==> src/rtl/halt_seq_pkg.sv <==
package halt_seq_pkg;

  typedef enum logic [1:0] {
    ST_RUN     = 2'd0,
    ST_HALTED  = 2'd1,
    ST_STARTUP = 2'd2,
    ST_RESUME  = 2'd3
  } hseq_state_t;

  typedef struct packed {
    logic osc;
    logic periph;
    logic cpu;
  } clk_enables_t;

  function automatic clk_enables_t enables_for(hseq_state_t s);
    clk_enables_t e;
    case (s)
      ST_HALTED:  e = '{osc: 1'b0, periph: 1'b0, cpu: 1'b0};
      ST_STARTUP: e = '{osc: 1'b1, periph: 1'b0, cpu: 1'b0};
      default:    e = '{osc: 1'b1, periph: 1'b1, cpu: 1'b1};
    endcase
    return e;
  endfunction

endpackage

==> src/rtl/halt_req_decode.sv <==
module halt_req_decode (
  input  logic halt_req,
  input  logic awake_en,
  input  logic wdg_en,
  input  logic wdg_halt_opt,
  input  logic in_run,
  output logic go_halt,
  output logic go_wdg
);
  logic valid_req;
  logic wdg_blocks;

  always_comb begin
    valid_req  = in_run && halt_req && !awake_en;
    wdg_blocks = wdg_en && !wdg_halt_opt;
    go_wdg     = valid_req && wdg_blocks;
    go_halt    = valid_req && !wdg_blocks;
  end
endmodule

==> src/rtl/halt_stab_counter.sv <==
module halt_stab_counter #(
  parameter int SHORT_DELAY = 256,
  parameter int LONG_DELAY  = 4096
) (
  input  logic clk,
  input  logic rst,
  input  logic clr,
  input  logic long_sel,
  input  logic run,
  input  logic tick,
  output logic done
);
  localparam int MAX_DELAY = (LONG_DELAY > SHORT_DELAY) ? LONG_DELAY : SHORT_DELAY;
  localparam int CNT_W     = (MAX_DELAY > 2) ? $clog2(MAX_DELAY) : 1;
  localparam logic [CNT_W-1:0] LAST_SHORT = CNT_W'(SHORT_DELAY - 1);
  localparam logic [CNT_W-1:0] LAST_LONG  = CNT_W'(LONG_DELAY - 1);

  logic [CNT_W-1:0] cnt_q;
  logic             long_q;
  logic [CNT_W-1:0] last;

  always_comb begin
    last = long_q ? LAST_LONG : LAST_SHORT;
    done = run && tick && (cnt_q == last);
  end

  always_ff @(posedge clk) begin
    if (rst) begin
      cnt_q  <= '0;
      long_q <= 1'b0;
    end else if (clr) begin
      cnt_q  <= '0;
      long_q <= long_sel;
    end else if (run && tick && !done) begin
      cnt_q <= cnt_q + 1'b1;
    end
  end
endmodule

==> src/rtl/halt_seq_fsm.sv <==
module halt_seq_fsm
  import halt_seq_pkg::*;
(
  input  logic        clk,
  input  logic        rst,
  input  logic        go_halt,
  input  logic        go_wdg,
  input  logic        wake_irq,
  input  logic        rst_req,
  input  logic        stab_done,
  output logic        in_run,
  output logic        stab_clr,
  output logic        stab_run,
  output logic        osc_en,
  output logic        periph_clk_en,
  output logic        cpu_clk_en,
  output logic        imask_clr,
  output logic        wdg_rst_req,
  output logic        resume_pulse,
  output logic        resume_is_reset,
  output logic [1:0]  state_o
);
  hseq_state_t  state_q, state_n;
  logic         src_rst_q, src_rst_n;
  logic         wake_any;
  clk_enables_t en_n;

  always_comb begin
    wake_any  = wake_irq || rst_req;
    state_n   = state_q;
    src_rst_n = src_rst_q;
    stab_clr  = 1'b0;
    case (state_q)
      ST_RUN: begin
        if (go_halt) begin
          if (wake_any) begin
            state_n   = ST_STARTUP;
            src_rst_n = rst_req;
            stab_clr  = 1'b1;
          end else begin
            state_n = ST_HALTED;
          end
        end
      end
      ST_HALTED: begin
        if (wake_any) begin
          state_n   = ST_STARTUP;
          src_rst_n = rst_req;
          stab_clr  = 1'b1;
        end
      end
      ST_STARTUP: begin
        if (stab_done) state_n = ST_RESUME;
      end
      default: state_n = ST_RUN;
    endcase
    en_n     = enables_for(state_n);
    in_run   = (state_q == ST_RUN);
    stab_run = (state_q == ST_STARTUP);
  end

  always_ff @(posedge clk) begin
    if (rst) begin
      state_q         <= ST_RUN;
      src_rst_q       <= 1'b0;
      osc_en          <= 1'b1;
      periph_clk_en   <= 1'b1;
      cpu_clk_en      <= 1'b1;
      imask_clr       <= 1'b0;
      wdg_rst_req     <= 1'b0;
      resume_pulse    <= 1'b0;
      resume_is_reset <= 1'b0;
    end else begin
      state_q         <= state_n;
      src_rst_q       <= src_rst_n;
      osc_en          <= en_n.osc;
      periph_clk_en   <= en_n.periph;
      cpu_clk_en      <= en_n.cpu;
      imask_clr       <= go_halt;
      wdg_rst_req     <= go_wdg;
      resume_pulse    <= (state_n == ST_RESUME);
      resume_is_reset <= (state_n == ST_RESUME) && src_rst_n;
    end
  end

  assign state_o = state_q;
endmodule

==> src/rtl/halt_seq_ctrl.sv <==
module halt_seq_ctrl #(
  parameter int SHORT_DELAY = 256,
  parameter int LONG_DELAY  = 4096
) (
  input  logic       clk,
  input  logic       rst,
  input  logic       halt_req,
  input  logic       awake_en,
  input  logic       wdg_en,
  input  logic       wdg_halt_opt,
  input  logic       wake_irq,
  input  logic       rst_req,
  input  logic       dly_long,
  input  logic       stab_tick,
  output logic       osc_en,
  output logic       periph_clk_en,
  output logic       cpu_clk_en,
  output logic       imask_clr,
  output logic       wdg_rst_req,
  output logic       resume_pulse,
  output logic       resume_is_reset,
  output logic [1:0] state_o
);
  logic in_run, go_halt, go_wdg;
  logic stab_clr, stab_run, stab_done;

  halt_req_decode u_decode (
    .halt_req     (halt_req),
    .awake_en     (awake_en),
    .wdg_en       (wdg_en),
    .wdg_halt_opt (wdg_halt_opt),
    .in_run       (in_run),
    .go_halt      (go_halt),
    .go_wdg       (go_wdg)
  );

  halt_stab_counter #(
    .SHORT_DELAY (SHORT_DELAY),
    .LONG_DELAY  (LONG_DELAY)
  ) u_counter (
    .clk      (clk),
    .rst      (rst),
    .clr      (stab_clr),
    .long_sel (dly_long),
    .run      (stab_run),
    .tick     (stab_tick),
    .done     (stab_done)
  );

  halt_seq_fsm u_fsm (
    .clk             (clk),
    .rst             (rst),
    .go_halt         (go_halt),
    .go_wdg          (go_wdg),
    .wake_irq        (wake_irq),
    .rst_req         (rst_req),
    .stab_done       (stab_done),
    .in_run          (in_run),
    .stab_clr        (stab_clr),
    .stab_run        (stab_run),
    .osc_en          (osc_en),
    .periph_clk_en   (periph_clk_en),
    .cpu_clk_en      (cpu_clk_en),
    .imask_clr       (imask_clr),
    .wdg_rst_req     (wdg_rst_req),
    .resume_pulse    (resume_pulse),
    .resume_is_reset (resume_is_reset),
    .state_o         (state_o)
  );
endmodule

==> config.mk <==
export PLATFORM = sky130hd
export DESIGN_NAME = halt_seq_ctrl
export DESIGN_NICKNAME = d
export VERILOG_FILES = /design/src/rtl/halt_seq_pkg.sv /design/src/rtl/halt_req_decode.sv /design/src/rtl/halt_stab_counter.sv /design/src/rtl/halt_seq_fsm.sv /design/src/rtl/halt_seq_ctrl.sv
export SDC_FILE = /design/constraint.sdc
export NUM_CORES = 1
export LEC_CHECK = 0
export ABC_CLOCK_PERIOD_IN_PS = 2330
export CORE_ASPECT_RATIO = 0.7
export CORE_MARGIN = 8
export CORE_UTILIZATION = 47
export CTS_CLUSTER_DIAMETER = 30
export DETAILED_ROUTE_END_ITERATION = 6
export GPL_TIMING_DRIVEN = 0
export PLACE_DENSITY = 0.78
export SETUP_SLACK_MARGIN = 0.4
export SLEW_MARGIN = 10
export SYNTH_ARGS = -nofsm -noshare
export SYNTH_HDL_FRONTEND = slang
export SYNTH_SLANG_ARGS = --single-unit
==> constraint.sdc <==
create_clock -name clk -period 2.33 [get_ports clk]
set_clock_uncertainty 0.15 [all_clocks]
set_input_delay 0.699 -clock clk [delete_from_list [all_inputs] [get_ports clk]]
set_output_delay 0.699 -clock clk [all_outputs]
set_load 0.01 [all_outputs]
==> reports/qor.csv <==
metric,value,unit
status,"complete, no violations",
period_share,80.5,%
drc,0,
p_leak,0.651,nW
max_freq,533,MHz
cts_tree,done,
grt.overflow.total,0,
vias,1091,
place_congestion,0.806,
antenna_cells,0,
intPower,0.000614,W
p_sw,0.000194,W
start_util,48.5,%
fin_crit,1880,ps
synth-seq-cells,22,
arrival,1030,ps
crit_buf_inv,1,
worstMarginPinSlew,521,ps
power_frac_comb,15.0,%
fp.coreArea,2400,um^2
vias_per_cell,5.68,
synth.distinct_cells,41,
wire_per_inst,14.9,um
critPathKind,reg -> out,
clock_sinks,22,
drt-initial-drc-count,94,
synth_top_cell_area_share,37.8,%
grt_first_pass_wirelength,4770,um
avgSynthCellArea,9.39,um^2
syn_area,1160,um^2
yosysMostFrequentCell,dfxtp_1,
ys_top_cells_by_area,"dfxtp_1, mux2i_1, o211ai_1",
pin_count,19,
max_cap_violations,0,
place_inst,176,
dr.pass1.iters,4,
grt_pass1_vias,1071,
numCtsBuffers,3,
ff2ff_setup_slack,490,ps
holdPathEnd,u_fsm.src_rst_q$_SDFF_PP0_,
relSlewSlack,65.3,%
cp-end-kind,output pin,
dieArea,4350,um^2
hold_viol,0,
hold_class,reg -> reg,
slowest_delay,420,ps
wirelength,2870,um
path_cells,dlygate4sd2_1,
path_clk_slew,140,ps
htreeDepth,1,
antenna_left,0,
die_w,75.5,um
cts_root_buffer,clkbuf_4,
synth_common_cells,"dfxtp_1, a21oi_1, nand2_1, o211ai_1, mux2i_1",
clk_latency,320,ps
dp_hpwl,2000,um
power.density,511,nW/um^2
area_growth,35.8,%
async_reset_ff_share,0,%
crit_fanout,9,
critical_path.top_delay_family,flip-flops,
synth_ff_type,dfxtp_1,
r2r_cells,6,
sw_frac_of_total,24.1,%
worstPathRequired,1480,ps
finish.utilization,65.8,%
die_y,57.7,um
pwr-share-seq,47.8,%
cts_buffer_depth,2,
synth_fp_nets,137,
rows,15,
startpoint_type,flop,
hold_depth,2,
grt_util_all_layers,14.0,%
yosysSeqAreaShare,37.8,%
hold_buffers,0,
finalMaxSlewViolations,0,
yosys.area.top_type,dfxtp_1,
netlist_instances,124,
grt_max_degree,14,
drive_above_1_share,31.6,%
p_clk_share,37.2,%
rsz0062_at_grt,true,
hold-worst-slack,341,ps
r2r_start,u_counter.cnt_q[1]$_SDFFE_PP0P_,
fin_nets,172,
port_buffers,18,
vdd_ir_drop_max,0.000449,V
antenna_found_initial,0,
yosysWarnings,0,
final_cells,192,
r2r-end,u_fsm.cpu_clk_en$_SDFF_PP1_,
finalSetupViolCount,0,
hp-start,u_fsm.src_rst_q$_SDFF_PP0_,
critPathSlowestCell,dfxtp_4,
synth_edf_count,0,
-- metal layers --
| layer | vias up | track usage (%) | share of wire, % |
|---|---|---|---|
| li1 | 542 | - | - |
| met5 | - | 0 | 0 |
| met1 | 518 | 17.3 | 44 |
| met3 | 6 | 3.10 | 4.8 |
| met2 | 25 | 23.3 | 49 |
| met4 | 0 | 4.63 | 1.4 |
-- repair_timing --
| action | 4_1_cts | 5_1_grt |
|---|---|---|
| resized for setup | 29 | 15 |
| gates cloned | 0 | 0 |
| buffers inserted | 9 | 3 |
| setup endpoints to repair | 25 | 11 |
| pin swaps | 8 | 6 |
-- power groups by stage --
stage | clock network (W) | registers [W] | logic, W
floorplan | 0 | 0.000398 | 0.0000613
global placement | 0 | 0.000396 | 0.000103
detailed placement | 0 | 0.000397 | 0.000106
CTS | 0.000304 | 0.000388 | 0.000117
global route | 0.000321 | 0.000388 | 0.000132
finish | 0.000301 | 0.000386 | 0.000121
-- cell families (layout without fill, tap and decap cells) --
logic type               after synthesis  count (layout)  share of synthesized area [%]
AO/OA/AOI/OAI                         40              40                           26.6
adder cells (fa/ha/maj)                3               3                           3.22
multiplexers                           6               6                           5.16
AND/OR/NAND/NOR                       41              41                           21.6
buffers and inverters                 12              46                           5.58
flip-flops                            22              22                           37.8
-- how the worst max path moves through the flow --
stage / cells after the start / endpoint / from
global placement: 6 / u_fsm.cpu_clk_en$_SDFF_PP1_ / rst_req
CTS: 8 / u_fsm.cpu_clk_en$_SDFF_PP1_ / halt_req
detailed placement: 6 / u_fsm.cpu_clk_en$_SDFF_PP1_ / rst_req
floorplan: 7 / u_fsm.cpu_clk_en$_SDFF_PP1_ / wdg_halt_opt
finish: 1 / state_o[1] / u_fsm.state_o[1]$_SDFF_PP0_
global route: 7 / u_fsm.resume_is_reset$_SDFF_PP0_ / u_counter.cnt_q[1]$_SDFFE_PP0P_
-- stage by stage --
| stage | worst slack, ps | total power (W) | instance area (um^2) | TNS [ps] |
|---|---|---|---|---|
| 4_1_cts | 401 | 0.000809 | 1550 | 0 |
| 3_5_place_dp | -322 | 0.000503 | 1420 | -1730 |
| 6_report | 454 | 0.000808 | 1580 | 0 |
| 5_1_grt | 353 | 0.000840 | 1580 | 0 |
| 3_3_place_gp | -270 | 0.000499 | 1420 | -1270 |
| 2_1_floorplan | 253 | 0.000459 | 1200 | 0 |
-- layout make-up --
type / count / area [um^2]
fillers: 212 / 821
multi-input cells: 90 / 716
flip-flops and latches: 22 / 459
repair buffers: 30 / 236
plain buffers: 7 / 56.3
well taps: 34 / 42.5
clock inverters: 1 / 30.0
clock buffers: 3 / 22.5
inverters: 5 / 18.8
-- layout by cell type (no fill, tap or decap), drive strengths merged, types with 6 or more instances in the layout --
| cell | n |
|---|---|
| dfxtp | 22 |
| buf | 16 |
| dlygate4sd2 | 11 |
| a21oi | 11 |
| clkbuf | 10 |
| nand2 | 8 |
| o211ai | 7 |
| mux2i | 6 |
-- state kept, by name, indices dropped and copies added (netlist names) --
name and flops:
u_fsm.imask_clr 1, u_fsm.resume_pulse 1, u_fsm.wdg_rst_req 1, u_counter.long_q 1, u_fsm.state_o 2, u_counter.cnt_q 12
u_fsm.resume_is_reset 1, u_fsm.cpu_clk_en 1, u_fsm.osc_en 1, u_fsm.src_rst_q 1
No activity file was read; power rests on OpenSTA's default activity.
